`config.mk`:
```
export PLATFORM = sky130hd
export DESIGN_NAME = xmem_ctrl
export DESIGN_NICKNAME = d
export VERILOG_FILES = /design/src/rtl/xmem_pkg.sv /design/src/rtl/xmem_datapath.sv /design/src/rtl/xmem_control.sv /design/src/rtl/xmem_ctrl.sv
export SDC_FILE = /design/constraint.sdc
export NUM_CORES = 1
export LEC_CHECK = 0
export BUFFER_PORTS_ARGS = -buffer_cell sky130_fd_sc_hd__buf_2
export CAP_MARGIN = 20
export CORE_MARGIN = 4
export CORE_UTILIZATION = 37
export DETAILED_ROUTE_END_ITERATION = 12
export PLACE_DENSITY = 0.82
export SYNTH_ARGS = -nofsm -noshare
export SYNTH_HDL_FRONTEND = slang
export SYNTH_HIERARCHICAL = 1
export SYNTH_SLANG_ARGS = --single-unit
```
`constraint.sdc`:
```
create_clock -name clk -period 2.4 [get_ports clk]
set_input_delay 0 -clock clk [delete_from_list [all_inputs] [get_ports clk]]
set_output_delay 0 -clock clk [all_outputs]
set_load 0.02 [all_outputs]
```
`src/rtl/xmem_pkg.sv`:
```
package xmem_pkg;

  typedef enum logic [1:0] {
    ST_IDLE   = 2'd0,
    ST_SAMPLE = 2'd1,
    ST_WAITS  = 2'd2,
    ST_LAST   = 2'd3
  } xmemState_t;

  typedef struct packed {
    logic waitLoad;
    logic waitDec;
    logic toClr;
    logic toInc;
  } xmemStrobes_t;

  localparam logic [1:0] SIZE_WORD = 2'd2;

endpackage

```
`src/rtl/xmem_datapath.sv`:
```
module xmem_datapath
  import xmem_pkg::*;
#(
  parameter int ADDR_W     = 32,
  parameter int DATA_W     = 32,
  parameter int WS_W       = 4,
  parameter int MIN_SHIFT  = 12,
  parameter int NUM_SIZES  = 8,
  parameter int TIMEOUT    = 256,
  parameter logic [ADDR_W-1:0] XMEM_BASE = 32'h2000_0000,
  localparam int SEL_W     = $clog2(NUM_SIZES),
  localparam int MAX_SHIFT = MIN_SHIFT + NUM_SIZES - 1,
  localparam int TO_W      = $clog2(TIMEOUT)
) (
  input  logic              clk,
  input  logic              rstN,
  input  xmemStrobes_t      strobes,
  input  logic [ADDR_W-1:0] reqAddr,
  input  logic [SEL_W-1:0]  sizeSel,
  input  logic [WS_W-1:0]   waitStates,
  input  logic              checkBitsOn,
  input  logic [DATA_W-1:0] memRdata,
  input  logic              memParity,
  output logic              winHit,
  output logic              waitZero,
  output logic              toExpired,
  output logic              cpuParity
);

  logic [MAX_SHIFT-1:0] offset;
  logic                 baseMatch;
  logic [NUM_SIZES-1:0] sizeHit;
  logic [WS_W-1:0]      waitCnt;
  logic [TO_W-1:0]      toCnt;

  assign offset    = reqAddr[MAX_SHIFT-1:0];
  assign baseMatch = (reqAddr[ADDR_W-1:MAX_SHIFT] == XMEM_BASE[ADDR_W-1:MAX_SHIFT]);

  // one range check per selectable window size
  for (genvar g = 0; g < NUM_SIZES; g++) begin : gSize
    assign sizeHit[g] = ((offset >> (MIN_SHIFT + g)) == '0);
  end

  assign winHit = baseMatch && sizeHit[sizeSel];

  always_ff @(posedge clk) begin
    if (!rstN) begin
      waitCnt <= '0;
    end else if (strobes.waitLoad) begin
      waitCnt <= waitStates;
    end else if (strobes.waitDec) begin
      waitCnt <= waitCnt - 1'b1;
    end
  end

  always_ff @(posedge clk) begin
    if (!rstN || strobes.toClr) begin
      toCnt <= '0;
    end else if (strobes.toInc) begin
      toCnt <= toCnt + 1'b1;
    end
  end

  assign waitZero  = (waitCnt == '0);
  assign toExpired = (toCnt == TO_W'(TIMEOUT - 1));

  // odd parity when the memory has no check bits of its own
  assign cpuParity = checkBitsOn ? memParity : ~(^memRdata);

  AST_NO_WAIT_UNDERFLOW: assert property (@(posedge clk) disable iff (!rstN)
    strobes.waitDec |-> !waitZero);

  AST_WAIT_HELD: assert property (@(posedge clk) disable iff (!rstN)
    (!strobes.waitLoad && !strobes.waitDec) |=> $stable(waitCnt));

endmodule

```
`src/rtl/xmem_control.sv`:
```
module xmem_control
  import xmem_pkg::*;
(
  input  logic         clk,
  input  logic         rstN,
  input  logic         reqValid,
  input  logic [1:0]   reqSize,
  input  logic         busReadyN,
  input  logic         winHit,
  input  logic         waitZero,
  input  logic         toExpired,
  output xmemStrobes_t strobes,
  output logic         xmemCsN,
  output logic         accDone,
  output logic         accExc,
  output logic         busErr
);

  xmemState_t state, stateNext;
  logic       isWord;
  logic       startAcc;
  logic       badSize;
  logic       timeoutNow;

  assign isWord     = (reqSize == SIZE_WORD);
  assign startAcc   = (state == ST_IDLE) && reqValid && winHit && isWord;
  assign badSize    = (state == ST_IDLE) && reqValid && winHit && !isWord;
  assign timeoutNow = ((state == ST_SAMPLE) || (state == ST_WAITS)) && toExpired;

  always_comb begin
    stateNext = state;
    strobes   = '0;
    unique case (state)
      ST_IDLE: begin
        if (startAcc) begin
          stateNext     = ST_SAMPLE;
          strobes.toClr = 1'b1;
        end
      end
      ST_SAMPLE: begin
        strobes.toInc = 1'b1;
        if (timeoutNow) begin
          stateNext = ST_IDLE;
        end else if (!busReadyN) begin
          stateNext        = ST_WAITS;
          strobes.waitLoad = 1'b1;
        end
      end
      ST_WAITS: begin
        strobes.toInc = 1'b1;
        if (timeoutNow) begin
          stateNext = ST_IDLE;
        end else if (!busReadyN) begin
          if (waitZero) stateNext = ST_LAST;
          else          strobes.waitDec = 1'b1;
        end
      end
      ST_LAST: stateNext = ST_IDLE;
      default: stateNext = ST_IDLE;
    endcase
  end

  always_ff @(posedge clk) begin
    if (!rstN) begin
      state  <= ST_IDLE;
      accExc <= 1'b0;
      busErr <= 1'b0;
    end else begin
      state  <= stateNext;
      accExc <= badSize;
      busErr <= timeoutNow;
    end
  end

  assign xmemCsN = (state == ST_IDLE);
  assign accDone = (state == ST_LAST);

  AST_MIN_THREE: assert property (@(posedge clk) disable iff (!rstN)
    accDone |-> (!xmemCsN && !$past(xmemCsN) && !$past(xmemCsN, 2)));

  AST_EXC_NO_CS: assert property (@(posedge clk) disable iff (!rstN)
    accExc |-> xmemCsN);

  AST_TIMEOUT_RELEASE: assert property (@(posedge clk) disable iff (!rstN)
    busErr |-> (xmemCsN && !$past(xmemCsN)));

  AST_DONE_RELEASE: assert property (@(posedge clk) disable iff (!rstN)
    accDone |=> (xmemCsN && !accDone));

  AST_ONE_OUTCOME: assert property (@(posedge clk) disable iff (!rstN)
    $onehot0({accDone, accExc, busErr}));

  AST_STALL_HOLD: assert property (@(posedge clk) disable iff (!rstN)
    (state == ST_WAITS && busReadyN && !toExpired) |=> (state == ST_WAITS));

endmodule

```
`src/rtl/xmem_ctrl.sv`:
```
module xmem_ctrl
  import xmem_pkg::*;
#(
  parameter int ADDR_W    = 32,
  parameter int DATA_W    = 32,
  parameter int WS_W      = 4,
  parameter int MIN_SHIFT = 12,
  parameter int NUM_SIZES = 8,
  parameter int TIMEOUT   = 256,
  parameter logic [ADDR_W-1:0] XMEM_BASE = 32'h2000_0000,
  localparam int SEL_W    = $clog2(NUM_SIZES)
) (
  input  logic              clk,
  input  logic              rstN,
  input  logic              reqValid,
  input  logic [ADDR_W-1:0] reqAddr,
  input  logic [1:0]        reqSize,
  input  logic [SEL_W-1:0]  sizeSel,
  input  logic              checkBitsOn,
  input  logic [WS_W-1:0]   waitStates,
  input  logic              busReadyN,
  input  logic [DATA_W-1:0] memRdata,
  input  logic              memParity,
  output logic              xmemCsN,
  output logic              accDone,
  output logic              accExc,
  output logic              busErr,
  output logic              cpuParity
);

  xmemStrobes_t strobes;
  logic         winHit;
  logic         waitZero;
  logic         toExpired;

  xmem_control u_control (
    .clk       (clk),
    .rstN      (rstN),
    .reqValid  (reqValid),
    .reqSize   (reqSize),
    .busReadyN (busReadyN),
    .winHit    (winHit),
    .waitZero  (waitZero),
    .toExpired (toExpired),
    .strobes   (strobes),
    .xmemCsN   (xmemCsN),
    .accDone   (accDone),
    .accExc    (accExc),
    .busErr    (busErr)
  );

  xmem_datapath #(
    .ADDR_W    (ADDR_W),
    .DATA_W    (DATA_W),
    .WS_W      (WS_W),
    .MIN_SHIFT (MIN_SHIFT),
    .NUM_SIZES (NUM_SIZES),
    .TIMEOUT   (TIMEOUT),
    .XMEM_BASE (XMEM_BASE)
  ) u_datapath (
    .clk         (clk),
    .rstN        (rstN),
    .strobes     (strobes),
    .reqAddr     (reqAddr),
    .sizeSel     (sizeSel),
    .waitStates  (waitStates),
    .checkBitsOn (checkBitsOn),
    .memRdata    (memRdata),
    .memParity   (memParity),
    .winHit      (winHit),
    .waitZero    (waitZero),
    .toExpired   (toExpired),
    .cpuParity   (cpuParity)
  );

endmodule

```
== Word-level counts from Yosys, hierarchy flattened ==
Cells that the tools add are included.

* Magnitude comparators: 1
* Mux-type cells: 22
* Eq/ne operators: 10
* Reduce and logical (&&, ||, !) cells: 23
* Bitwise operators: 1
* Add/subtract/negate cells: 2

{| class="wikitable"
|+ Operators with widths
! operator !! count
|-
| $logic_not A19 Y1 || 7
|-
| $reduce_xor A32 Y1 || 1
|-
| $eq A13 B11 Y1 const B || 1
|-
| $mux W1 || 12
|-
| $mux W2 || 6
|-
| $add A8 B1 Y8 const B || 1
|-
| $eq A8 B8 Y1 const B || 1
|-
| $mux W4 || 2
|-
| $pmux W2 S4 || 1
|-
| $eq A2 B2 Y1 const B || 3
|-
| $logic_and A1 B1 Y1 || 6
|-
| $ne A3 B2 Y1 const B || 2
|-
| $logic_not A4 Y1 || 1
|-
| $lt A3 B4 Y1 const B || 1
|-
| $reduce_and A4 Y1 || 1
|-
| $sub A4 B1 Y4 const B || 1
|-
| $bmux W1 S3 || 1
|-
| $ne A3 B1 Y1 const B || 1
|-
| $eq A2 B1 Y1 const B || 1
|-
| $logic_not A1 Y1 || 2
|-
| $logic_not A2 Y1 || 1
|-
| $logic_or A1 B1 Y1 || 2
|-
| $ne A2 B1 Y1 const B || 1
|-
| $reduce_bool A2 Y1 || 1
|-
| 2 further kinds || 2
|}

* Output and inout bits: 5
* Logic and storage cells: 64
* Register bits: 16

== Depth between registers and ports, before layout ==
Gate-level depths: netlist of run 1.

* Depth in word-level cells: 9
* Depth in mapped cells: 11
* Depth with buffers taken out: 10

== Hierarchy ==
The synthesis of run 1 kept the hierarchy.

{| class="wikitable"
|+ By module, submodules not included
! module !! sequential area each (µm²) !! area an instance (µm²) !! cells each !! times used
|-
| xmem_datapath || 240.2 || 932.1 || 113 || 1
|-
| xmem_control || 80.1 || 286.5 || 33 || 1
|}

== Worst setup path after synthesis of run 1 ==
OpenSTA, ideal clock, no wires.

* Path kind: register -> register
* From: register u_control.state[0]
* To: register u_datapath.waitCnt[3]
* Period minus slack after synthesis: 2.295 ns
* Data required time: 2.285 ns
* Slack: 0.105 ns
* Cell stages (with the launch flop): 9
* Data arrival time: 2.180 ns
* Path through: dfxtp_1 > inv_1 > ha_1 > and2_1 > nor4b_1 > nor4b_1 > xnor2_1 > o21ai_0 > and2_1

{| class="wikitable"
|+ RTL lines
! element !! line !! RTL
|-
| from (decl) || xmem_control.sv:19 || <nowiki>xmemState_t state, stateNext;</nowiki>
|-
| from (signal assigned) || xmem_control.sv:69 || <nowiki>state <= stateNext;</nowiki>
|-
| to (signal assigned) || xmem_datapath.sv:50 || <nowiki>waitCnt <= waitStates;</nowiki>
|-
| to (signal assigned) || xmem_datapath.sv:52 || <nowiki>waitCnt <= waitCnt - 1'b1;</nowiki>
|-
| to (decl) || xmem_datapath.sv:33 || <nowiki>logic [WS_W-1:0] waitCnt;</nowiki>
|}

==> results.md, run 1 <==
| Stage | Parameter | This run |
|---|---|---|
| status | Run status | finished, final reports clean |
| place | Detailed-placement wirelength estimate | 2.37 mm |
| detailed routing | Routed length per placed instance | 10.6 um |
| pwr | Internal power summed over all cells | 0.000499 W |
| logic synthesis | Sequential-to-total area share from yosys stat | 26.3% |
| place | Placer Congestion | 0.778 |
| logic synthesis | Ys Warns | 6 |
| detailed routing | Iteration-0 DRC Markers | 49 |
| logic synthesis | Share of flip-flops with an asynchronous set or reset | 0% |
| timing | Clock skew | 5.28 ps |
| detailed routing | M1 wire length | 1.14 mm |
| clock network | TritonCTS Sinks | 16 |
| clock network | Clock buffer count from CTS | 3 |
| worst setup path | Flop2flop setup slack | 250 ps |
| logic synthesis | Syn Area/Cell | 8.35 sq um |
| global routing | Overall routing resource usage | 14.2% |
| pwr | Register share of total power | 37.7% |
| timing | Timing-limited maximum frequency | 465 MHz |
| worst setup path | Category of the worst setup path capture point | flop |
| timing | Sum of negative setup slack | 0 ps |
| logic synthesis | EDFF count, synth | 0 |
| logic synthesis | Ys flop type | sky130_fd_sc_hd__dfxtp_1 |
| clock network | Post-CTS clock slew at the launch and capture registers of the worst setup and hold paths | 100 ps |
| worst setup path | Data arrival time at the worst-slack endpoint | 2350 ps |
| worst setup path | Startpoint type of the worst setup path | flop |
| floorplan | Boundary Pins | 84 |
| logic synthesis | Number of nets produced by synthesis | 231 |
| worst setup path | Required time of the critical path | 2600 ps |
| timing | Final setup violation count | 0 |
| floorplan | Core region area | 3100 sq um |
| logic synthesis | Top cells by count, synth | 31 x sky130_fd_sc_hd__xnor2_1, 16 x sky130_fd_sc_hd__dfxtp_1, 14 x sky130_fd_sc_hd__nor2_1, 13 x sky130_fd_sc_hd__nand2_1, 8 x sky130_fd_sc_hd__xor2_1 |
| logic synthesis | Top cell type by total area after synthesis | sky130_fd_sc_hd__dfxtp_1 |
| detailed routing | Post-route antenna net violation count | 0 |
| place | I/O Buffers | 71 |
| detailed routing | Total Routed Length | 2.85 mm |
| floorplan | Vertical extent of the die | 65.4 um |
| floorplan | Die width | 65.4 um |
| logic synthesis | Top cell type's share of synthesized area | 26.3% |
| timing | Share of the clock period used by the worst path | 89.6% |
| clock network | Latest clock arrival within the worst-skew pair | 290 ps |
| pwr | Peak supply drop | 0.339 mV |
| clock network | Number of H-tree levels | 1 |
| pwr | Pwr per Cell Area | 409 nW/um^2 |
| logic synthesis | Netlist area before placement | 1220 sq um |
| floorplan | Site Rows | 20 |
| global routing | Number of antenna violations at the first check in global routing | 0 |
| min path | Hold WC Path Type | in2reg |
| cells and area | Diode insertion count for antenna repair | 0 |
| timing | Hold slack final | 23.7 ps |
| timing | Final Slew Violations | 0 |
| pwr | Leakage | 0.737 nW |
| logic synthesis | Flip-flop and latch count after synthesis | 16 |
| pwr | Clock network fraction of total power | 25.7% |
| logic synthesis | Most frequent cell after synthesis | sky130_fd_sc_hd__xnor2_1 |
| timing | Transition time of the tightest slew-check pin | 762 ps |
| cells and area | Layout cells sized above 1 | 36.4% |
| detailed routing | Highest routing layer actually used | met4 |
| global routing | First-pass GRT wire length | 4.82 mm |
| pwr | Switching power summed over all nets | 0.000204 W |
| cells and area | Count of nets after finishing | 311 |
| worst setup path | Critical Path Fanout Max | 4 |
| detailed routing | Number of vias per cell | 4.66 |
| pwr | Share of total power consumed by net switching | 29.0% |
| clock network | Cell chosen for the clock root | sky130_fd_sc_hd__clkbuf_4 |
| detailed routing | Met3 wire length | 181 um |
| floorplan | Initial core utilization | 39.3% |
| timing | Setup repair after global routing missed its margin | false |
| clock network | Bufs on Longest Clock Path | 2 |
| run | Max_cap viols | 0 |
| detailed routing | Vias after detailed routing | 1254 |
| cells and area | Layout fillers | 310 |
| detailed routing | DR pass1 iterations | 3 |
| logic synthesis | Ranking of synthesized cells by area | sky130_fd_sc_hd__dfxtp_1 26%, sky130_fd_sc_hd__xnor2_1 22%, sky130_fd_sc_hd__ha_1 6.2% |
| timing | Slew Limit Headroom | 49.1% |
| timing | Hold Vio Cnt, Final | 0 |
| cells and area | Area added between synthesis and finish | 41.0% |
| worst setup path | Worst Path Class, Setup | reg2reg |
| global routing | Residual overflow from global routing | 0 |
| global routing | Number of global-route vias before repair | 1263 |
| floorplan | Overall die area | 4280 sq um |
| global routing | Pin count of the biggest net entering global routing | 11 |
| detailed routing | DRC viols | 0 |
| timing | Time the worst path needs with I/O delays and setup | 2150 ps |
| logic synthesis | Synthesized instance count | 146 |
| detailed routing | Met2 wire length | 1.51 mm |
| logic synthesis | Count of unique library cells instantiated by Yosys | 36 |
| clock network | CTS tree | built |
| pwr | Combinational fraction of design power | 36.5% |
registers in the layout, indices dropped and copies added (netlist names):
signal,flops
u_datapath/toCnt,8
u_datapath/waitCnt,4
u_control/state,2
u_control/accExc,1
u_control/busErr,1
path summary, 6_finish.rpt:
check                                       endpoint  cells past startpoint                        startpoint
setup reg to reg  u_datapath/waitCnt[3]$_SDFFE_PN0P_                      8   u_control/state[0]$_SDFFE_PN0P_
hold / removal    u_datapath/waitCnt[0]$_SDFFE_PN0P_                      4                     waitStates[0]
hold reg to reg     u_datapath/toCnt[5]$_SDFFE_PP0P_                      2  u_datapath/toCnt[5]$_SDFFE_PP0P_
setup / recovery  u_datapath/waitCnt[3]$_SDFFE_PN0P_                      8   u_control/state[0]$_SDFFE_PN0P_
layer usage:
metal / global-route usage, % / vias up
met5: 0 / -
met4: 2.07 / 0
met2: 28.2 / 35
li1: - / 659
met1: 14.4 / 558
met3: 4.96 / 2
critical path, cell delays in order (launching register included):
cell,delay (ps)
sky130_fd_sc_hd__dfxtp_1,400
sky130_fd_sc_hd__inv_1,90
sky130_fd_sc_hd__ha_1,330
sky130_fd_sc_hd__and2_1,170
sky130_fd_sc_hd__nor4b_1,360
sky130_fd_sc_hd__nor4b_2,290
sky130_fd_sc_hd__xnor2_1,140
sky130_fd_sc_hd__o21ai_0,90
sky130_fd_sc_hd__and2_1,190
cell type report:
type,instances,area (sq um),share of cell area [%]
clock buffer,4,36.3,2.11
inverter,6,22.5,1.31
multi-input combinational,122,873,50.8
sequential,16,320,18.6
tap,44,55.1,3.20
timing repair buffer,77,410,23.9
cells in the final DEF, fill, tap and decap left out, drive strengths merged:
master / instances
a211oi: 2
nor4b: 2
o32a: 1
nand2: 13
buf: 73
o211ai: 1
or3: 2
and2: 4
mux2i: 1
nor2b: 3
nor3: 2
o21ai: 6
nor2: 14
o221a: 1
ha: 6
dlygate4sd3: 4
a2111oi: 2
and4b: 1
nor3b: 3
inv: 6
clkbuf: 4
nand2b: 2
a21oi: 4
nand3: 2
nor4: 2
a21o: 1
dfxtp: 16
o32ai: 1
o2bb2ai: 1
and3: 2
nand4: 4
xor2: 8
xnor2: 31
power by group through the flow:
stage	logic (W)	clock network (W)	registers [W]
6_report	0.000257	0.000181	0.000265
4_1_cts	0.000258	0.000187	0.000265
5_1_grt	0.000277	0.000198	0.000265
2_1_floorplan	0.000164	0	0.000271
3_3_place_gp	0.000245	0	0.000271
3_5_place_dp	0.000253	0	0.000271
stage by stage:
step / total power (W) / setup WS (ps) / util (%) / instances / instance area, sq um
after floorplan: 0.000436 / 105 / - / 146 / 1220
after global placement: 0.000517 / 323 / 52.7 / 261 / 1640
after detailed placement: 0.000525 / 265 / 52.7 / 261 / 1640
after CTS: 0.000710 / 229 / 55.2 / 269 / 1710
after global routing: 0.000740 / 75.6 / 55.4 / 269 / 1720
final: 0.000703 / 249 / 55.4 / 269 / 1720
what timing repair did:
| action | 4_1_cts | 5_1_grt |
|---|---|---|
| endpoints found under the setup margin | 0 | 1 |
| hold endpoints to repair | 2 | 0 |
| buffers inserted | 0 | 0 |
| hold buffers | 4 | 0 |
| resized for setup | 0 | 1 |
kinds of logic (layout without fill, tap and decap cells):
group	count (synthesis)	after routing	synth area share [%]
compound gates	20	20	12.3
fa+ha+maj	6	6	6.16
xor+xnor	39	39	28.0
flops	16	16	26.3
mux	1	1	0.821
simple gates	56	56	23.8
buf+inv	8	87	2.57
(Power assumes the default switching activity.)
==> run 2, diff against run 1 <==
==> constraint.sdc (replaced) <==
create_clock -name clk -period 1.8 [get_ports clk]
set_input_delay 0 -clock clk [delete_from_list [all_inputs] [get_ports clk]]
set_output_delay 0 -clock clk [all_outputs]
set_load 0.02 [all_outputs]
==> run 2 against run 1 <==
  * The run now ends with negative hold slack left
  * Setup slack worse by 150 ps
  * Clock power up 34%
  * Critical path depth up 1
  * Combinational power up 33%
  * Via count up 4.9%
  * Non-clock buffer count up 14
  * Critical endpoint unchanged
  * Largest cell class unchanged
  * Largest power group unchanged
==> results.md, run 2 (synthesized netlist as in run 1, its figures left out) <==
| Stage | Parameter | This run | Change |
|---|---|---|---|
| status | Run status | complete, but fails checks |  |
| status | Violations in the final reports | negative hold slack |  |
| worst setup path | Worst-case reg-to-reg path depth | 9 | +1 |
| worst setup path | Required time of the critical path | 1990 ps | -610 ps |
| cells and area | Diode insertion count for antenna repair | 0 | unchanged |
| clock network | Bufs on Longest Clock Path | 2 | unchanged |
| pwr | Pwr per Cell Area | 488 nW/um^2 | +19% |
| place | I/O Buffers | 71 | unchanged |
| timing | Share of the clock period used by the worst path | 94.8% | +5.1 points |
| cells and area | Largest register FFs | 8 | unchanged |
| detailed routing | Routed length per placed instance | 11.4 um | +7.7% |
| cells and area | Count of nets after finishing | 325 | +4.5% |
| cells and area | Most common cell after layout, fill and taps aside | sky130_fd_sc_hd__buf_2 |  |
| detailed routing | Iteration-0 DRC Markers | 46 | -6.1% |
| timing | Hold Vio Cnt, Final | 1 | +1 |
| worst setup path | Reg2reg start | u_datapath/toCnt[5]$_SDFFE_PP0P_ |  |
| pwr | Internal power summed over all cells | 0.000670 W | +34% |
| place | Placer Congestion | 0.801 | +2.9% |
| cells and area | Post-layout utilization of the core | 61.9% | +6.5 points |
| timing | Slew Limit Headroom | 76.9% | +28 points |
| floorplan | Site Rows | 20 | unchanged |
| global routing | Residual overflow from global routing | 0 | unchanged |
| pwr | Register share of total power | 37.7% | about the same |
| cells and area | Top library cells by usage in the layout, fill and taps aside | 71 x sky130_fd_sc_hd__buf_2, 31 x sky130_fd_sc_hd__xnor2_1, 17 x sky130_fd_sc_hd__buf_4 |  |
| worst setup path | Category of the worst setup path capture point | flop |  |
| floorplan | Overall die area | 4280 sq um | unchanged |
| detailed routing | DR pass1 iterations | 5 | +2 |
| min path | Hold WC Path Type | in2reg |  |
| timing | Clock skew | 1.93 ps | -3.34 ps |
| cells and area | Layout cells sized above 1 | 49.0% | +13 points |
| cells and area | Layout fillers | 285 | -8.1% |
| worst setup path | Flop2flop setup slack | 90 ps | -150 ps |
| place | Placed Instances | 273 | +4.6% |
| detailed routing | Vias after detailed routing | 1316 | +4.9% |
| global routing | Pin count of the biggest net entering global routing | 11 | unchanged |
| worst setup path | Startpoint of the worst setup timing path | u_datapath/toCnt[5]$_SDFFE_PP0P_ |  |
| clock network | Post-CTS clock slew at the launch and capture registers of the worst setup and hold paths | 90 ps | about the same |
| worst setup path | Data arrival time at the worst-slack endpoint | 1900 ps | -450 ps |
| global routing | First-pass GRT wire length | 5.04 mm | +4.6% |
| timing | Hold slack final | -1.46 ps | -25.1 ps |
| min path | Hold path start | reqValid |  |
| pwr | Overall power after layout | 0.000937 W | +33% |
| detailed routing | DRC viols | 0 | unchanged |
| timing | Transition time of the tightest slew-check pin | 346 ps | -416 ps |
| worst setup path | Critical Path Fanout Max | 3 | -1 |
| run | Max_cap viols | 0 | unchanged |
| clock network | TritonCTS Sinks | 16 | unchanged |
| floorplan | Boundary Pins | 84 | unchanged |
| pwr | Leakage | 0.836 nW | +13% |
| global routing | Overall routing resource usage | 14.7% | +0.45 points |
| detailed routing | Total Routed Length | 3.22 mm | +13% |
| timing | Final setup violation count | 0 | unchanged |
| floorplan | Vertical extent of the die | 65.4 um | unchanged |
| pwr | Switching power summed over all nets | 0.000268 W | +31% |
| cells and area | Area added between synthesis and finish | 57.5% |  |
| clock network | Number of H-tree levels | 1 | unchanged |
| clock network | Cell chosen for the clock root | sky130_fd_sc_hd__clkbuf_4 |  |
| clock network | Latest clock arrival within the worst-skew pair | 290 ps | about the same |
| timing | Timing-limited maximum frequency | 586 MHz | +26% |
| global routing | Number of antenna violations at the first check in global routing | 0 | unchanged |
| pwr | Clock network fraction of total power | 25.8% | about the same |
| timing | Setup repair after global routing missed its margin | true |  |
| clock network | CTS tree | built |  |
| pwr | Combinational fraction of design power | 36.5% | about the same |
| floorplan | Core region area | 3100 sq um | unchanged |
| global routing | Number of global-route vias before repair | 1310 | +3.7% |
| cells and area | Top reg by flops | u_datapath/toCnt |  |
| cells and area | Non-filler cells, final | 283 | +5.2% |
| worst setup path | Worst Path Class, Setup | reg2reg |  |
| clock network | Clock buffer count from CTS | 3 | unchanged |
| detailed routing | Post-route antenna net violation count | 0 | unchanged |
| timing | Time the worst path needs with I/O delays and setup | 1710 ps | -445 ps |
| min path | Worst hold path cell count | 3 | -1 |
| pwr | Share of total power consumed by net switching | 28.6% | -0.46 points |
| detailed routing | Number of vias per cell | 4.65 | -0.25% |
| worst setup path | Startpoint type of the worst setup path | flop |  |
| floorplan | Initial core utilization | 39.3% | unchanged |
| timing | Final Slew Violations | 0 | unchanged |
| place | Detailed-placement wirelength estimate | 2.57 mm | +8.5% |
| cells and area | Largest registers | u_datapath/toCnt x8, u_datapath/waitCnt x4, u_control/state x2 |  |
| floorplan | Die width | 65.4 um | unchanged |
| pwr | Peak supply drop | 0.281 mV | -17% |
run 2: worst max-delay path, cell delays in order, from the launching register on:
cell and delay (ps):
sky130_fd_sc_hd__dfxtp_2 340, sky130_fd_sc_hd__and3_4 190, sky130_fd_sc_hd__nand2_4 60, sky130_fd_sc_hd__nor2_2 50, sky130_fd_sc_hd__and2_4 160, sky130_fd_sc_hd__nor4b_4 230, sky130_fd_sc_hd__nor4b_4 240, sky130_fd_sc_hd__xnor2_1 140
sky130_fd_sc_hd__o21ai_1 80, sky130_fd_sc_hd__and2_1 130
run 2: per-stage QoR:
stage               area [sq um]  setup WS, ps  hold slack (ps)  setup TNS [ps]
floorplan                   1280         -30.7              114           -30.7
global placement            1790          58.8              253               0
detailed placement          1790          27.7              261               0
CTS                         1860          21.5             18.7               0
global route                1920         -64.0             6.28            -116
finish                      1920          94.1            -1.46               0
run 2: final cells by class:
class | count | area [sq um] | share of cell area, %
repair buffers | 91 | 513 | 26.7
clock buffers | 4 | 36.3 | 1.89
inverters | 6 | 22.5 | 1.17
multi-input cells | 122 | 963 | 50.2
well taps | 44 | 55.1 | 2.87
flip-flops and latches | 16 | 329 | 17.1
run 2: repair_timing:
action | 4_1_cts | 5_1_grt
endpoints found under the hold margin | 3 | 0
hold buffers | 4 | 0
resized for setup | 0 | 12
setup buffers | 0 | 3
setup endpoints to repair | 0 | 5
run 2: metal layers:
layer | vias up | share of wire (%) | GRT usage (%) | wire length, um
met5 | - | 0 | 0 | 0
met4 | 0 | 0.71 | 3.11 | 23
met3 | 4 | 6.0 | 3.59 | 192
met2 | 42 | 58 | 30.8 | 1860
met1 | 588 | 36 | 13.9 | 1150
li1 | 682 | - | - | -
run 2: worst paths after layout:
| path | end |
|---|---|
| hold / removal | u_control/accExc$_SDFF_PN0_ |
| setup / recovery | u_datapath/waitCnt[3]$_SDFFE_PN0P_ |
| hold reg to reg | u_datapath/toCnt[5]$_SDFFE_PP0P_ |
| setup reg to reg | u_datapath/waitCnt[3]$_SDFFE_PN0P_ |
run 2: power groups by stage:
stage                     sequential (W)  combinational, W  clock (W)
after floorplan                 0.000362          0.000219          0
after global placement          0.000362          0.000330          0
after detailed placement        0.000362          0.000340          0
after CTS                       0.000354          0.000346   0.000248
after global routing            0.000354          0.000375   0.000260
final                           0.000354          0.000342   0.000242
